[src/rtl/dtc_bus_turn.sv]
module dtc_bus_turn #(
    parameter int RANK_W = 1,
    parameter int G_WTR  = 13,
    parameter int G_RTW  = 6,
    parameter int G_RANK = 6
) (
    input  logic              clk,
    input  logic              rst,
    input  logic              rd_i,
    input  logic              wr_i,
    input  logic [RANK_W-1:0] rank_i,
    output logic              wtr_hit_o,
    output logic              rtw_hit_o,
    output logic              rank_hit_o
);
    localparam int G_HI  = (G_WTR > G_RTW) ? G_WTR : G_RTW;
    localparam int G_MAX = (G_HI > G_RANK) ? G_HI : G_RANK;
    localparam int CNT_W = $clog2(G_MAX + 1);

    typedef enum logic [1:0] {
        BUS_IDLE     = 2'd0,
        BUS_AFTER_RD = 2'd1,
        BUS_AFTER_WR = 2'd2
    } bus_state_e;

    bus_state_e        state_q, state_n;
    logic [CNT_W-1:0]  cnt_q;
    logic [RANK_W-1:0] last_rank_q;

    always_ff @(posedge clk) begin
        if (rst) begin
            state_q     <= BUS_IDLE;
            cnt_q       <= '0;
            last_rank_q <= '0;
        end else begin
            state_q <= state_n;
            if (rd_i || wr_i) begin
                cnt_q       <= CNT_W'(1);
                last_rank_q <= rank_i;
            end else if (cnt_q < CNT_W'(G_MAX)) begin
                cnt_q <= cnt_q + 1'b1;
            end
        end
    end

    always_comb begin
        state_n = state_q;
        unique case (state_q)
            BUS_IDLE: ;
            BUS_AFTER_RD,
            BUS_AFTER_WR: if (cnt_q >= CNT_W'(G_MAX - 1)) state_n = BUS_IDLE;
            default:      state_n = BUS_IDLE;
        endcase
        if (rd_i)      state_n = BUS_AFTER_RD;
        else if (wr_i) state_n = BUS_AFTER_WR;
    end

    always_comb begin
        wtr_hit_o  = 1'b0;
        rtw_hit_o  = 1'b0;
        rank_hit_o = 1'b0;
        unique case (state_q)
            BUS_AFTER_RD: begin
                rtw_hit_o  = wr_i && (cnt_q < CNT_W'(G_RTW));
                rank_hit_o = (rd_i || wr_i) && (rank_i != last_rank_q)
                             && (cnt_q < CNT_W'(G_RANK));
            end
            BUS_AFTER_WR: begin
                wtr_hit_o = rd_i && (rank_i == last_rank_q) && (cnt_q < CNT_W'(G_WTR));
            end
            default: ;
        endcase
    end


    col_leaves_idle_chk: assert property (@(posedge clk) disable iff (rst)
        (rd_i || wr_i) |=> (state_q != BUS_IDLE));


    rd_sets_state_chk: assert property (@(posedge clk) disable iff (rst)
        rd_i |=> (state_q == BUS_AFTER_RD && cnt_q == CNT_W'(1)));

endmodule

[config.mk]
export PLATFORM = sky130hd
export DESIGN_NAME = dtc_bus_turn
export DESIGN_NICKNAME = d
export VERILOG_FILES = /design/src/rtl/dtc_bus_turn.sv
export SDC_FILE = /design/constraint.sdc
export NUM_CORES = 1
export LEC_CHECK = 0
export BUFFER_PORTS_ARGS = -buffer_cell sky130_fd_sc_hd__buf_2
export CORE_AREA = 2 2 39 41
export DETAILED_ROUTE_END_ITERATION = 10
export DIE_AREA = 0 0 41 43
export PLACE_DENSITY_LB_ADDON = 0.25
export SLEW_MARGIN = 0
export SYNTH_ARGS = -nofsm -noshare
export SYNTH_HDL_FRONTEND = slang
export SYNTH_SLANG_ARGS = --single-unit
[constraint.sdc]
create_clock -name clk -period 1.7 [get_ports clk]
set_input_delay 0.51 -clock clk [delete_from_list [all_inputs] [get_ports clk]]
set_output_delay 0.51 -clock clk [all_outputs]
set_load 0.02 [all_outputs]
==> run metrics <==
status=complete, but fails checks; failing checks=negative setup slack; WL/cell=roughly 11 um; first-pass GRT wire length=approximately 1500 um; sequential-to-total area share from yosys stat=34.0%; Chip Width=41 um; RSZ-0062 raised after global routing=yes; Worst EP arrival=1240 ps; CP Max Fanout=2; grt total ovfl=0; number of synthesized flops with an enable pin=0; Gate Count Post-Synth=44; Clock Sinks=7; Core ar.=1380 sq um; Pre-antenna DRT Iters=4; Clk Latency, worst-skew pair=250 ps; largest area contributor in the netlist=dfxtp_1; TritonCTS clock tree=built; Worst-Margin Slew=236 ps; most common cell in the synthesized netlist=dfxtp_1; post-route ant nets=0; vias in the first global route=356; starting density of the core=around 30%; routed via count=356; Worst Hold Class=reg -> reg; Leakage=0.000278 uW; sequential power share=roughly 44%; DR top layer=met3; DR WL met3=25 um; synthesized area per cell=9.36 sq um; Final min period=1750 ps; synthesized flop and latch total=7; Max-Cap Viols=0; Pwr Density=around 700 nW/um^2; Comb power frac=17.0%; root buffer cell=clkbuf_4; number of cell rows=14; final core utilization=41.7%; crit end category=primary output; drt total wl=849 um; synth warn=0; Commonest cells post-synth=7 x dfxtp_1, 5 x ha_1, 5 x inv_1; FFs w/ async S/R, synth=0%; fmax=0.571 GHz; clock transition at the registers of the reported paths=roughly 50 ps; Net Sw Power=106 uW; Synth area leaders=dfxtp_1 34%, ha_1 15%, xnor2_1 6.4%; routability cong.=approximately 0.7; Fin. Hold Viols=0; syn nets=54; Power Internal=295 uW; Antenna Cells=0; Hold WS=roughly 470 ps; H-tree lvl count=1; Non-Filler Instances=77; main flop type after synthesis=dfxtp_1; die height=43 um; Setup violations, final=2; IO buf count=7; Cell variety after synth=21; Worst Path Required=1190 ps; final setup margin=-51.3 ps; Setup Skew=about 4.1 ps; Critical Path Source Type=flip-flop; area of the mapped netlist=just over 400 sq um; GRT Overall Usage=12.5%; fin crit share=103%; Die Area=1760 sq um; initial drt markers=4; Sw Ratio=26.5%; nets@finish=72; Final Max Slew Viols=0; Num CTS Buffers=3; largest net degree at the start of global routing=7; layout cells sized above 1=between 40% and 50%; Placed Cells=70; # IOs=8; maximum VDD drop=285 uV; Yosys top cell area share=34.0%; met2 wire len=about 440 um; Syn-to-layout area delta=40.1%; Worst Setup Path Type=reg -> out; Metal-1 WL=388 um; Clock Tree Buf Depth=2; Slew Limit Headroom=a little over four fifths; antenna violations before repair=0; DRC violations left=0; DP HPWL=roughly 580 um; Clock power frac=between 30% and 40%; Via density=approximately 4.6
==> path summary, 6_finish.rpt <==
check	cells past startpoint	endpoint	slack [ps]	from
max reg2reg	7	state_q[0]	200	state_q[1]
min	2	last_rank_q	470	last_rank_q
max	5	wtr_hit_o	-50	cnt_q[0]
min reg2reg	2	last_rank_q	470	last_rank_q
==> cell families after synthesis <==
logic type                 share of synthesized area (%)
DFF                                                 34.0
muxes                                               2.43
AOI/OAI and AO/OA                                   16.1
and+or+nand+nor                                     19.1
xor gates and xnor gates                            8.51
buffers and inverters                               4.56
adders and majority gates                           15.2
==> cell usage in the layout (no fill, tap or decap), drive strengths merged <==
cell     n
buf     13
dfxtp    7
inv      5
ha       5
nor2     4
a21oi    4
clkbuf   4
xnor2    3
nand2    2
nand3b   2
o21ai    2
nor3     1
and4     1
or3      1
mux2i    1
a21boi   1
a211oi   1
or2b     1
o41ai    1
nand3    1
xor2     1
==> timing repair <==
action                                  CTS  global route
hold buffers                              0             0
pin swaps                                 3             0
resized for setup                        12             2
setup buffers                             1             2
endpoints found under the setup margin    2             3
==> metal layers <==
layer | global-route usage (%) | vias to the layer above
met5 | 0 | -
met4 | 8.00 | 0
met3 | 3.14 | 0
met2 | 17.5 | 7
met1 | 16.3 | 167
li1 | - | 182
==> power by group through the flow <==
stage | clock network [uW] | registers (uW) | logic [uW]
after floorplan | 0 | 179 | 36.7
after global placement | 0 | 178 | 60.3
after detailed placement | 0 | 179 | 60.2
after CTS | 160 | 178 | 66.0
after global routing | 169 | 178 | 77.4
final | 155 | 178 | 68.4
==> flip-flops by register name, indices dropped and copies added, names as in the netlist <==
register / count
cnt_q: 4
last_rank_q: 1
state_q: 2
==> critical path: stages, from the launching register on <==
cell	delay, ps
dfxtp_2	330
inv_2	30
ha_2	160
nand3b_4	150
and4_1	190
buf_6	130
==> cell type report <==
type	count	area, sq um
Fill cell	140	807
Multi-Input combinational cell	32	277
Sequential cell	7	146
Timing Repair Buffer	13	88.8
Clock buffer	4	26.3
Tap cell	16	20.0
Inverter	5	18.8
==> per-stage QoR <==
step	total power, uW	area, sq um	setup TNS, ps	setup slack, ps
after global routing	425	577	-198	-99.2
after global placement	239	489	0	35.4
after CTS	404	558	-85.2	-55.3
final	401	577	-93.6	-51.3
after floorplan	216	412	0	67.7
after detailed placement	239	489	0	28.5
(Power assumes the default switching activity.)
